## config.mk

```make
export PLATFORM = sky130hd
export DESIGN_NAME = i2c_start_sched
export DESIGN_NICKNAME = d
export VERILOG_FILES = /design/src/rtl/i2c_rsv_pkg.sv /design/src/rtl/i2c_rsv_bus_track.sv /design/src/rtl/i2c_rsv_core.sv /design/src/rtl/i2c_rsv_status.sv /design/src/rtl/i2c_start_sched.sv
export SDC_FILE = /design/constraint.sdc
export NUM_CORES = 1
export LEC_CHECK = 0
export ABC_CLOCK_PERIOD_IN_PS = 1100
export BUFFER_PORTS_ARGS = -buffer_cell sky130_fd_sc_hd__buf_2
export CAP_MARGIN = 20
export CORE_UTILIZATION = 41
export DETAILED_ROUTE_END_ITERATION = 10
export GPL_ROUTABILITY_DRIVEN = 0
export PLACE_DENSITY = 0.77
export RECOVER_POWER = 25
export SYNTH_ARGS = -nofsm -noshare
export SYNTH_HDL_FRONTEND = slang
export SYNTH_SLANG_ARGS = --single-unit
```

## constraint.sdc

```tcl
create_clock -name clk -period 1.1 [get_ports clk]
set_input_delay 0.33 -clock clk [delete_from_list [all_inputs] [get_ports clk]]
set_output_delay 0.33 -clock clk [all_outputs]
set_load 0.01 [all_outputs]
```

## src/rtl/i2c_rsv_pkg.sv

```systemverilog
`timescale 1ns/1ps
package i2c_rsv_pkg;

  typedef enum logic [1:0] {
    PATH_DROP    = 2'd0,
    PATH_START   = 2'd1,
    PATH_RESERVE = 2'd2
  } path_e;

  // Outcome of a start request given the bus view and the enables.
  function automatic path_e choose_path(input logic busy, input logic owns,
                                        input logic resv_dis, input logic irq_en);
    if (!busy || owns) return PATH_START;
    if (!resv_dis && irq_en) return PATH_RESERVE;
    return PATH_DROP;
  endfunction

endpackage

```

## src/rtl/i2c_rsv_bus_track.sv

```systemverilog
`timescale 1ns/1ps
module i2c_rsv_bus_track (
  input  logic clk,
  input  logic rst_n,
  input  logic soft_rst,
  input  logic start_seen,
  input  logic stop_seen,
  input  logic arb_lost,
  input  logic slave_hit,
  input  logic ext_code,
  input  logic slave_dis,
  input  logic start_evt,
  output logic bus_busy,
  output logic owns
);

  logic dropout;
  assign dropout = (arb_lost && !slave_hit) || (ext_code && slave_dis);

  always_ff @(posedge clk or negedge rst_n) begin
    if (!rst_n) begin
      bus_busy <= 1'b0;
      owns     <= 1'b0;
    end else if (soft_rst) begin
      bus_busy <= 1'b0;
      owns     <= 1'b0;
    end else begin
      if (stop_seen)       bus_busy <= 1'b0;
      else if (start_seen) bus_busy <= 1'b1;
      if (start_evt)                  owns <= 1'b1;
      else if (stop_seen || dropout)  owns <= 1'b0;
    end
  end

  // a stop always frees the bus
  a_r1_stop_frees: assert property (@(posedge clk) disable iff (!rst_n)
    stop_seen |=> !bus_busy);

  // losing arbitration without being addressed ends ownership
  a_r7_dropout: assert property (@(posedge clk) disable iff (!rst_n)
    (arb_lost && !slave_hit && !start_evt) |=> !owns);

endmodule

```

## src/rtl/i2c_rsv_core.sv

```systemverilog
`timescale 1ns/1ps
module i2c_rsv_core
  import i2c_rsv_pkg::*;
(
  input  logic  clk,
  input  logic  rst_n,
  input  logic  soft_rst,
  input  logic  start_req,
  input  logic  stop_req,
  input  logic  resv_dis,
  input  logic  stop_irq_en,
  input  logic  data_wr,
  input  logic  stop_seen,
  input  logic  slave_hit,
  input  logic  bus_busy,
  input  logic  owns,
  output logic  start_evt,
  output path_e path,
  output logic  gen_start,
  output logic  wait_hold,
  output logic  xfer_go,
  output logic  pending,
  output logic  cancelled
);

  logic issue_imm, issue_rsv, cancel_evt, reserve_evt;

  assign path        = choose_path(bus_busy, owns, resv_dis, stop_irq_en);
  assign issue_imm   = start_req && (path == PATH_START);
  assign reserve_evt = start_req && (path == PATH_RESERVE);
  assign cancel_evt  = pending && slave_hit && !stop_req;
  assign issue_rsv   = pending && stop_seen && !cancel_evt && !stop_req;
  assign start_evt   = (issue_imm || issue_rsv) && !soft_rst;

  always_ff @(posedge clk or negedge rst_n) begin
    if (!rst_n) begin
      gen_start <= 1'b0;
      wait_hold <= 1'b0;
      xfer_go   <= 1'b0;
      pending   <= 1'b0;
      cancelled <= 1'b0;
    end else if (soft_rst) begin
      gen_start <= 1'b0;
      wait_hold <= 1'b0;
      xfer_go   <= 1'b0;
      pending   <= 1'b0;
      cancelled <= 1'b0;
    end else begin
      gen_start <= start_evt;
      xfer_go   <= data_wr && wait_hold;
      if (start_evt)    wait_hold <= 1'b1;
      else if (data_wr) wait_hold <= 1'b0;
      if (stop_req || cancel_evt || issue_rsv) pending <= 1'b0;
      else if (reserve_evt)                    pending <= 1'b1;
      if (cancel_evt)     cancelled <= 1'b1;
      else if (start_req) cancelled <= 1'b0;
    end
  end

  // request on a free bus starts at the next edge
  a_r2_immediate: assert property (@(posedge clk) disable iff (!rst_n)
    (start_req && !bus_busy && !soft_rst) |=> (gen_start && wait_hold));

  // a reservation only appears after an enabled request
  a_r4_enabled_only: assert property (@(posedge clk) disable iff (!rst_n)
    $rose(pending) |-> $past(start_req && !resv_dis && stop_irq_en));

  // a pending request fires on the stop
  a_r5_fire: assert property (@(posedge clk) disable iff (!rst_n)
    (pending && stop_seen && !slave_hit && !stop_req && !soft_rst)
      |=> (gen_start && wait_hold && !pending));

  // the transfer launch is a single pulse
  a_r6_xfer_pulse: assert property (@(posedge clk) disable iff (!rst_n)
    xfer_go |=> !xfer_go);

  // addressed as slave cancels the reservation
  a_r9_cancel: assert property (@(posedge clk) disable iff (!rst_n)
    (pending && slave_hit && !stop_req && !soft_rst) |=> (cancelled && !pending));

endmodule

```

## src/rtl/i2c_rsv_status.sv

```systemverilog
`timescale 1ns/1ps
module i2c_rsv_status #(
  parameter int WAIT_CLKS = 8
) (
  input  logic clk,
  input  logic rst_n,
  input  logic soft_rst,
  input  logic start_req,
  input  logic issued,
  output logic mst_flag
);

  localparam int CW = $clog2(WAIT_CLKS + 1);

  logic [CW-1:0] cnt;
  logic          verdict;
  logic          expire_evt;

  function automatic logic [CW-1:0] tick(input logic [CW-1:0] c);
    return (c == '0) ? '0 : c - 1'b1;
  endfunction

  assign expire_evt = (cnt == CW'(1)) && !start_req && !soft_rst;

  always_ff @(posedge clk or negedge rst_n) begin
    if (!rst_n) begin
      cnt      <= '0;
      verdict  <= 1'b0;
      mst_flag <= 1'b0;
    end else if (soft_rst) begin
      cnt      <= '0;
      verdict  <= 1'b0;
      mst_flag <= 1'b0;
    end else if (start_req) begin
      cnt     <= CW'(WAIT_CLKS);
      verdict <= issued;
    end else begin
      cnt <= tick(cnt);
      if (expire_evt) mst_flag <= verdict;
    end
  end

  // the flag holds outside the end of the window
  a_r8_hold: assert property (@(posedge clk) disable iff (!rst_n)
    (!expire_evt && !soft_rst) |=> $stable(mst_flag));

endmodule

```

## src/rtl/i2c_start_sched.sv

```systemverilog
`timescale 1ns/1ps
module i2c_start_sched
  import i2c_rsv_pkg::*;
#(
  parameter int WAIT_CLKS = 8
) (
  input  logic clk,
  input  logic rst_n,
  input  logic soft_rst,
  input  logic start_req,
  input  logic stop_req,
  input  logic resv_dis,
  input  logic stop_irq_en,
  input  logic data_wr,
  input  logic start_seen,
  input  logic stop_seen,
  input  logic arb_lost,
  input  logic slave_hit,
  input  logic ext_code,
  input  logic slave_dis,
  output logic gen_start,
  output logic xfer_go,
  output logic wait_hold,
  output logic pending,
  output logic cancelled,
  output logic bus_busy,
  output logic mst_flag
);

  logic  start_evt;
  logic  owns;
  path_e path;

  i2c_rsv_bus_track u_track (
    .clk(clk), .rst_n(rst_n), .soft_rst(soft_rst),
    .start_seen(start_seen), .stop_seen(stop_seen),
    .arb_lost(arb_lost), .slave_hit(slave_hit),
    .ext_code(ext_code), .slave_dis(slave_dis),
    .start_evt(start_evt), .bus_busy(bus_busy), .owns(owns)
  );

  i2c_rsv_core u_core (
    .clk(clk), .rst_n(rst_n), .soft_rst(soft_rst),
    .start_req(start_req), .stop_req(stop_req),
    .resv_dis(resv_dis), .stop_irq_en(stop_irq_en),
    .data_wr(data_wr), .stop_seen(stop_seen), .slave_hit(slave_hit),
    .bus_busy(bus_busy), .owns(owns),
    .start_evt(start_evt), .path(path),
    .gen_start(gen_start), .wait_hold(wait_hold), .xfer_go(xfer_go),
    .pending(pending), .cancelled(cancelled)
  );

  i2c_rsv_status #(.WAIT_CLKS(WAIT_CLKS)) u_status (
    .clk(clk), .rst_n(rst_n), .soft_rst(soft_rst),
    .start_req(start_req), .issued(path == PATH_START),
    .mst_flag(mst_flag)
  );

endmodule

```

Word level (Yosys, flattened, before mapping)

Index checks and enable logic that the tools add are counted.

Add/subtract/negate cells: 1
Order comparisons: 0
Bitwise gates (word level): 0
Reductions and logical operators: 36
Multiply operators: 0
Div/mod/pow operators: 0
Equality and inequality tests: 4
Shift-type cells: 0
Multiplexer cells: 32

Operator list:

| operator                                                            | number |
|---|---|
| 1-bit two-way mux                                                   | 25 |
| 3-bit nonzero test                                                  | 5 |
| 1-bit logical AND                                                   | 14 |
| 4-bit two-way mux                                                   | 3 |
| 2-bit two-way mux                                                   | 4 |
| 1-bit logical NOT                                                   | 7 |
| 1-bit logical OR                                                    | 6 |
| 4-bit by 1-bit == test with 1-bit output (second input constant)    | 1 |
| 4-bit logical NOT                                                   | 1 |
| 2-bit nonzero test                                                  | 2 |
| 4-bit by 1-bit subtractor with 4-bit output (second input constant) | 1 |
| 2-bit by 1-bit == test with 1-bit output (second input constant)    | 1 |
| 2-bit == test (second input constant)                               | 1 |
| 2-bit inequality test (second input constant)                       | 1 |
| 2-bit AND reduction                                                 | 1 |

Memories kept: 0
Word-level logic and storage cells: 83
Register bits: 13
Bits in writable memories: 0
Latch bits: 0
Bits of input ports: 14
Memory bits (read-only): 0
Output and inout bits: 7

Logic depth before layout (Yosys ltp)

Gate-level depths: netlist (run 1).

Depth after elaboration: 12
Mapped depth: 4
Mapped depth without buffers: 3

Cells and area by module

From an unflattened synthesis (run 1), not the netlist that was laid out.

Cell total of the unflattened synthesis: 54
Area total of the unflattened synthesis: 610.6 um2

By module, submodules not included:

| module            | seq. area each (um2) | cells each | instances | area each (um2) |
|---|---|---|---|---|
| i2c_rsv_status    | 150.1                | 24         | 1         | 262.8 |
| i2c_rsv_core      | 125.1                | 20         | 1         | 241.5 |
| i2c_rsv_bus_track | 50.0                 | 9          | 1         | 92.6 |
| i2c_start_sched   | 0.0                  | 1          | 1         | 13.8 |

Worst setup path before layout (run 1)

OpenSTA, ideal clock, no wires.

Path type: register to register
Start: register u_core.pending
End: register u_core.wait_hold
Setup slack: -14 ps
Arrival time: 995 ps
Library setup time: 120 ps
Cell stages (with the launch flop): 4
Path buffers: 0
Data required time: 980 ps
Clock period less this slack: 1114 ps
Cell sequence: dfrtp_1 -> nor2b_1 -> a32o_1 -> a31o_1

Word-level cells in the longest chain between the ends: 9
Elaborated cells between the ends (all ways): 11
Those cells by class: mux: 2; reduce/logical: 9

Ends and longest elaborated chain:

| element                            | RTL line           | source |
|---|---|---|
| from (decl)                        | i2c_rsv_core.sv:22 | `output logic pending,` |
| from (signal assigned)             | i2c_rsv_core.sv:40 | `pending <= 1'b0;` |
| from (signal assigned)             | i2c_rsv_core.sv:46 | `pending <= 1'b0;` |
| from (signal assigned)             | i2c_rsv_core.sv:53 | `if (stop_req \|\| cancel_evt \|\| issue_rsv) pending <= 1'b0;` |
| 1-bit logical AND (2 in a row)     | i2c_rsv_core.sv:31 | `assign cancel_evt = pending && slave_hit && !stop_req;` |
| 1-bit logical NOT                  | i2c_rsv_core.sv:32 | `assign issue_rsv = pending && stop_seen && !cancel_evt && !stop_req;` |
| 1-bit logical AND (*) (2 in a row) | i2c_rsv_core.sv:32 |  |
| 1-bit logical OR (*)               | i2c_rsv_core.sv:33 | `assign start_evt = (issue_imm \|\| issue_rsv) && !soft_rst;` |
| 1-bit logical AND (*)              | i2c_rsv_core.sv:33 |  |
| 1-bit two-way mux                  | i2c_rsv_core.sv:51 | `if (start_evt) wait_hold <= 1'b1;` |
| 1-bit two-way mux                  | i2c_rsv_core.sv:42 | `end else if (soft_rst) begin` |
| to (signal assigned)               | i2c_rsv_core.sv:44 | `wait_hold <= 1'b0;` |
| to (signal assigned)               | i2c_rsv_core.sv:51 |  |
| to (signal assigned)               | i2c_rsv_core.sv:52 | `else if (data_wr) wait_hold <= 1'b0;` |
| to (decl)                          | i2c_rsv_core.sv:20 | `output logic wait_hold,` |

Mark *: on every way between the ends. The rest lies on a longest branch, timed or not.
A chain may end at the register's enable or synchronous reset.

Worst setup path after layout (run 1)

Start: register u_core.pending
End: output pending

RTL lines:

| element   | RTL line              | source |
|---|---|---|
| to (decl) | i2c_start_sched.sv:24 | `output logic pending,` |

No word-level cell between the ends.

==> impl_results.md, run 1 <==
- Yosys top cell by area: dfrtp_1
- Final worst-path cycle share: 1.10
- Drt via density: 5.12
- Layout cell share with drive strength beyond 1: 0.489
- Comb pwr share: 0.163
- Sequential-to-total area share from yosys stat: 0.562
- Final min period: 1220 ps
- Most frequent cells in the layout: 18 x buf_2, 14 x buf_4, 13 x dfrtp_1
- Antenna Violating Nets Remaining: 0
- Syn_area_per_cell: 10.9 um^2
- Hold_ws: between 200 and 300 ps
- Worst path cell trace: buf_6, buf_6
- Nets: approximately 110
- Worst stage delay on the critical path: a little under 400 ps
- First-pass GRT wire length: 2120 um
- Total Routing Usage GR: 0.213
- Synth Flop Type: dfrtp_1
- Internal power: around 0.72 mW
- Worst Reg-to-Reg Cells: 4
- Post-synth EDFFs: 0
- Syn Inst Count: 53
- Hold path cells: 2
- Max FO, Critical Path: 2
- Netlist cell types: 23
- Failing checks: setup timing
- Share of the synthesized area in the top cell type: 0.562
- Clk sinks: 13
- Area after DPL: 756 um^2
- Slew margin rel.: 0.770
- P_sw: 0.240 mW
- Max IR drop VDD: 0.000614 V
- Slew @ Worst Pin: 345 ps
- Area added between synthesis and finish: 51.6%
- Vias in the first global route: 493
- Iteration-0 DRC Markers: 11
- Core area: 1300 um^2
- Die Y: 39.6 um
- Ports: 21
- Pwr per Cell Area: 1100 nW/um^2
- Hold Crit Class: input port to flop
- Via count: 548
- P_leak: between 0.4 and 0.5 nW
- WL per Instance: 13.3 um
- Critical Path RT: 770 ps
- Yosys warns: 0
- GRT overflow: 0
- Diode count: 0
- TritonCTS buffer count: 3
- Max clock buf depth: 2
- Port buffer count: 20
- CP endpoint kind: primary output
- Critical Path Most Common Cell: buf_6
- DRT Wirelength: 1430 um
- RSZ-0062 raised after global routing: true
- Worst-Skew Late Latency: 270 ps
- FF+latch count, synth: 13
- Reg power frac: 0.534
- Async S/R FF share, synth: 1.00
- Setup ws final: -115 ps
- Final Hold Viols: 0
- Initial antenna violation count: 0
- Filler cells: between 100 and 150
- CTS tree: built
- Die width: slightly below 40 um
- Die area: ~1600 um^2
- Post-synth net total: 67
- DRT Pass-1 Iters: 4
- Switch share: 0.249
- Worst-path clk slew: 80 ps
- Crit path max-delay cell type: dfrtp_1
- Fmax: around 800 MHz
- Hpwl dp: about 1000 um
- CTS HTree Levels: 1
- Synth area leaders: dfrtp_1 56%, nand2b_1 4.3%, nor2b_1 4.3%, a31o_1 3.0%, a21oi_1 2.6%
- Kind of critical path: flop to primary output
- Starting Density: 0.445
- Commonest non-fill, non-tap cell in the layout: buf_2
- Row count: 13
- Residual DRC: 0
- Crit start category: flop
- Skew final: 1.46 ps
- Status: complete, but fails checks
- Clock power share: 0.303
- Cell area after synthesis: 579 um^2
- Root Buffer: clkbuf_4
- Max cap viols: 0
- Worst Path Arrival: 890 ps
- Finished Cell Area: 878 um^2
- Final setup vio count: 8
- Slew Limit Fails: 0
- Largest net degree at the start of global routing: 14
==> flip-flops by register name, indices dropped and copies added, names as in the netlist <==
register and count:
u_status.cnt 4, u_status.verdict 1, u_core.gen_start 1, u_track.bus_busy 1, u_core.wait_hold 1, u_core.xfer_go 1
u_core.cancelled 1, u_track.owns 1, u_status.mst_flag 1, u_core.pending 1
==> cells by family after synthesis <==
logic type | Yosys count | synth area share
flops | 13 | 0.562
buf+inv | 3 | 0.0324
compound gates | 14 | 0.175
simple gates | 23 | 0.231
==> repair_timing <==
| action | CTS | global route |
|---|---|---|
| gates resized for setup | 5 | 3 |
| setup endpoints to repair | 8 | 12 |
| endpoints found under the hold margin | 13 | 0 |
| hold buffers | 1 | 0 |
| pin swaps | 2 | 2 |
| buffers inserted | 4 | 2 |
==> critical path: cells and delay by family (launching register included) <==
kind	cells	cell delay, ps
buf+inv	2	230
flops	1	390
==> power groups by stage <==
| stage | combinational [mW] | sequential [mW] | clock (mW) |
|---|---|---|---|
| 2_1_floorplan | 0.0513 | 0.524 | 0 |
| 3_3_place_gp | 0.127 | 0.520 | 0 |
| 3_5_place_dp | 0.131 | 0.523 | 0 |
| 4_1_cts | 0.146 | 0.514 | 0.297 |
| 5_1_grt | 0.172 | 0.516 | 0.320 |
| 6_report | 0.156 | 0.514 | 0.292 |
==> cell type report <==
cell class                 count  area (um^2)  share of cell area
clock buffer                   4         26.3              0.0299
multi-input combinational     37          268               0.305
inverter                       2         7.51             0.00855
timing repair buffer          36          233               0.265
sequential                    13          325               0.370
tap                           15         18.8              0.0214
==> Yosys cell counts, drive strengths merged, types with 2 or more instances <==
master  count
nand2b      4
nor4        2
nand3b      2
a31o        2
inv         2
a21oi       3
nand2       2
dfrtp      13
a21boi      2
nor2        5
nor3        2
nor2b       4
o21ai       2
==> metal layers <==
| layer | track usage | vias up | wire [um] |
|---|---|---|---|
| met1 | 0.237 | 263 | 594 |
| met4 | 0.0776 | 0 | 6 |
| met3 | 0.0511 | 2 | 34 |
| li1 | - | 272 | - |
| met2 | 0.385 | 11 | 791 |
| met5 | 0 | - | 0 |
==> per-stage QoR <==
| step | power (mW) | setup WS (ps) | instances | utilization | setup TNS [ps] |
|---|---|---|---|---|---|
| after global routing | 1.01 | -140 | 107 | 0.675 | -689 |
| final | 0.962 | -115 | 107 | 0.675 | -271 |
| after global placement | 0.647 | -26.1 | 96 | 0.581 | -50.8 |
| after detailed placement | 0.654 | -69.3 | 96 | 0.581 | -127 |
| after floorplan | 0.575 | 11.7 | 53 | - | 0 |
| after CTS | 0.956 | -125 | 105 | 0.657 | -312 |
==> worst paths after layout <==
path | from | to | slack [ps]
setup / recovery | u_core.pending | pending | -120
hold / removal | stop_seen | u_track.bus_busy | 260
setup reg to reg | u_track.bus_busy | u_core.wait_hold | -20
hold reg to reg | u_status.verdict | u_status.verdict | 520
max in group asynchronous | rst_n | u_track.owns | 360
min in group asynchronous | rst_n | u_core.xfer_go | 490
Power figures use the tool's default switching activity.
==> run 2, diff against run 1 <==
CAP_MARGIN = default   (was 20)
PLACE_DENSITY = 0.76   (was 0.77)
==> impl_results.md, run 2 (same netlist as run 1, synthesis figures left out) <==
- Status: complete, but fails checks
- Failing checks: setup timing
- Port buffer count: 20
- Total Routing Usage GR: 0.176
- Die Y: slightly below 40 um
- Slew Limit Fails: 0
- Die width: 39.6 um
- Initial antenna violation count: 0
- Starting Density: 0.445
- Layout cell share with drive strength beyond 1: 0.484
- Row count: 13
- Root Buffer: clkbuf_4
- Max IR drop VDD: 0.000701 V
- Hpwl dp: 937 um
- Placed Instances: 96
- Worst Path Arrival: approximately 900 ps
- Most frequent cells in the layout: 18 x buf_2, 13 x buf_4, 13 x dfrtp_1
- Antenna Violating Nets Remaining: 0
- CP endpoint kind: primary output
- Drt via density: 5.03
- Slew margin rel.: 0.791
- Commonest non-fill, non-tap cell in the layout: buf_2
- CTS HTree Levels: 1
- Max cap viols: 0
- Dpl ws: -33.1 ps
- Vias in the first global route: 418
- Setup ws final: -132 ps
- TritonCTS buffer count: 3
- Hold Crit Class: input port to flop
- Final min period: 1230 ps
- Worst-path clk slew: about 70 ps
- Max FO, Critical Path: 2
- Ports: 21
- Skew final: 2.63 ps
- Pwr per Cell Area: between 1000 and 1500 nW/um^2
- Met3 Track Usage GR: 0.0341
- GRT busiest layer: met2
- Iteration-0 DRC Markers: 8
- Crit start category: flop
- Area added between synthesis and finish: 49.7%
- M2 GR Usage: 0.250
- DRT Pass-1 Iters: 4
- GRT overflow: 0
- Slew @ Worst Pin: 314 ps
- GRT met1 Usage: 0.245
- Final setup TNS: -193 ps
- Final worst-path cycle share: 1.12
- P_leak: ~0.45 nW
- Core area: 1300 um^2
- Final Hold Viols: 0
- Max reg flops: 4
- R2R Setup Slk: -10 ps
- Clk sinks: 13
- CTS tree: built
- Residual DRC: 0
- First-pass GRT wire length: between 1500 and 2000 um
- Final setup vio count: 7
- Largest net degree at the start of global routing: 14
- Post-route insts no fill: around 110
- Fmax: 812 MHz
- Via count: 533
- Max clock buf depth: 2
- DRT Wirelength: 1250 um
- Diode count: 0
- Kind of critical path: flop to primary output
- WL per Instance: 11.8 um
- Die area: 1570 um^2
- Critical Path RT: 770 ps
- RSZ-0062 raised after global routing: true
- Worst-Skew Late Latency: approximately 270 ps
- Largest Register: u_status.cnt
- Nets: 106
## run 2: what timing repair did
item,4_1_cts,5_1_grt
pin swaps,1,5
hold buffers,1,0
endpoints found under the hold margin,13,0
setup endpoints to repair,5,13
gates resized for setup,3,6
setup buffers,4,1
## run 2: through the flow
step,utilization,power (mW),area [um^2],hold WS (ps)
after floorplan,-,0.575,581,34.4
after global placement,0.581,0.647,756,224
after detailed placement,0.581,0.651,756,227
after CTS,0.644,0.944,838,257
after global routing,0.666,0.994,867,260
final,0.666,0.946,867,257
## run 2: cell type report
class                           count  area [um^2]
Fill cell                         109          434
Sequential cell                    13          325
Multi-Input combinational cell     37          264
Timing Repair Buffer               35          225
Clock buffer                        4         26.3
Tap cell                           15         18.8
Inverter                            2         7.51
## run 2: path summary, 6_finish.rpt
kind	cells past startpoint	startpoint	to
max	2	u_core.pending	pending
min	2	stop_seen	u_track.bus_busy
max reg2reg	3	u_core.pending	u_core.wait_hold
min reg2reg	1	u_status.cnt[0]	u_status.cnt[0]
max in group asynchronous	2	rst_n	u_core.cancelled
min in group asynchronous	2	rst_n	u_core.xfer_go
## run 2: routing by layer
| layer | vias up | wire length (um) |
|---|---|---|
| met5 | - | 0 |
| met3 | 2 | 43 |
| met1 | 247 | 562 |
| met2 | 17 | 631 |
| li1 | 267 | - |
| met4 | 0 | 12 |
## run 2: power by group
part	switching [mW]	internal, mW	total (mW)	leakage, nW
logic	0.0701	0.0823	0.152	0.266
clock network	0.143	0.140	0.284	0.0150
registers	0.0127	0.498	0.510	0.174
## run 2: worst max-delay path, stage by stage, from the launching register on
cell and delay, ps:
dfrtp_1 400, buf_6 130, buf_6 110
==> run 3, diff against run 2 <==
==> constraint.sdc (replaced) <==
create_clock -name clk -period 1.1 [get_ports clk]
set_input_delay 0.11 -clock clk [delete_from_list [all_inputs] [get_ports clk]]
set_output_delay 0.11 -clock clk [all_outputs]
set_load 0.01 [all_outputs]
==> impl_results.md, run 3 (same netlist as run 1, synthesis figures left out) <==
- DRT Pass-1 Iters: 4
- Worst Min Path Start: stop_seen
- Filler cells: 129
- Die width: 39.6 um
- Critical Path RT: 1270 ps
- CTS tree: built
- Slew Limit Fails: 0
- Pwr per Cell Area: approximately 1200 nW/um^2
- Worst-path clk slew: ~80 ps
- Hold path cells: 2
- Total Routing Usage GR: 0.186
- Final worst-path cycle share: 0.979
- Largest Register: u_status.cnt
- Status: finished clean
- Largest net degree at the start of global routing: 14
- Area after DPL: around 710 um^2
- P_leak: around 0.4 nW
- Skew final: approximately 2.2 ps
- Fmax: 929 MHz
- Delay-heaviest family, CP: compound AO/OA/AOI/OAI gates
- R2R Setup Slk: 20 ps
- Final setup TNS: 0 ps
- Worst Path Buf+Inv: 0
- WL per Instance: 12.1 um
- Via count: 507
- Row count: 13
- Initial antenna violation count: 0
- Clk sinks: 13
- DRT Wirelength: 1160 um
- Worst-Skew Late Latency: ~270 ps
- Post-route insts no fill: 96
- Residual DRC: 0
- Nets: 96
- CP endpoint kind: flop
- CTS HTree Levels: 1
- Register area: about 330 um^2
- Final setup vio count: 0
- Hpwl dp: 877 um
- Slew @ Worst Pin: between 600 and 700 ps
- Root Buffer: clkbuf_4
- Hold Crit Class: input port to flop
- Ports: 21
- Port buffer count: 20
- Max cap viols: 0
- Worst Path Arrival: 1240 ps
- Kind of critical path: flop to flop
- Finished Cell Area: around 770 um^2
- Most frequent cells in the layout: 19 x buf_2, 13 x dfrtp_1, 4 x nor2_1, 4 x buf_4
- Diode count: 0
- Max reg flops: 4
- Die area: 1570 um^2
- First-pass GRT wire length: between 1500 and 2000 um
- Antenna Violating Nets Remaining: 0
- FF-to-FF Start: u_core.pending
- Starting Density: 0.445
- Max clock buf depth: 2
- Max FO, Critical Path: 3
- Worst stage delay on the critical path: about 400 ps
- Die Y: 39.6 um
- Final Hold Viols: 0
- GRT overflow: 0
- Hold EP: u_track.bus_busy
- Hold_ws: 42.5 ps
- Multi-input gate area: 251 um^2
- RSZ-0062 raised after global routing: true
- Worst r2r dst: u_core.wait_hold
- Layout cell share with drive strength beyond 1: 0.383
- TritonCTS buffer count: 3
- Core area: 1300 um^2
- Worst Reg-to-Reg Cells: 3
- Crit path max-delay cell type: dfrtp_1
- Commonest non-fill, non-tap cell in the layout: buf_2
- Crit start category: flop
- Area added between synthesis and finish: 32.6%
- Drt via density: between 5 and 6
- Max IR drop VDD: 0.000688 V
- Final min period: 1080 ps
- Placed Instances: 90
- Vias in the first global route: 472
- Worst path cell trace: nor2b_4, a32o_2, a31o_1
- Iteration-0 DRC Markers: 5
- Slew margin rel.: 0.552
## run 3: area by class of cell
| class | count | area share |
|---|---|---|
| inverters | 2 | 0.00977 |
| well taps | 15 | 0.0244 |
| clock buffers | 4 | 0.0342 |
| repair buffers | 25 | 0.181 |
| flip-flops and latches | 13 | 0.423 |
| multi-input cells | 37 | 0.327 |
## run 3: worst max path at each step
| stage | start | endpoint | cells past startpoint |
|---|---|---|---|
| after floorplan | u_core.pending | u_core.wait_hold | 3 |
| after global placement | u_status.cnt[0] | u_status.cnt[3] | 3 |
| after detailed placement | u_track.owns | u_core.wait_hold | 3 |
| after CTS | u_status.cnt[0] | u_status.cnt[3] | 3 |
| after global routing | u_status.cnt[0] | u_status.cnt[3] | 3 |
| final | u_core.pending | u_core.wait_hold | 3 |
## run 3: power by group
group | switching [mW] | internal (mW)
Clock | 0.152 | 0.141
Sequential | 0.0147 | 0.498
Combinational | 0.0615 | 0.0621
Total | 0.228 | 0.700
## run 3: per-layer routing
metal	global-route usage	share of wire	up-vias	routed length [um]
li1	-	-	244	-
met1	0.233	0.43	242	499
met2	0.295	0.50	17	583
met3	0.0341	0.044	4	51
met4	0.103	0.020	0	23
met5	0	0	-	0
## run 3: per-stage QoR
| stage | util | total power, mW | worst slack, ps |
|---|---|---|---|
| floorplan | - | 0.575 | 11.7 |
| global placement | 0.546 | 0.633 | 28.2 |
| detailed placement | 0.546 | 0.637 | -0.544 |
| CTS | 0.580 | 0.924 | 15.2 |
| global route | 0.590 | 0.963 | -33.1 |
| finish | 0.590 | 0.928 | 23.5 |
## run 3: what timing repair did
item                                    CTS  global route
hold buffers                              1             0
gates resized for setup                   1             3
setup buffers                             0             1
hold endpoints to repair                 13             0
pin swaps                                 0             3
endpoints found under the setup margin    2             5
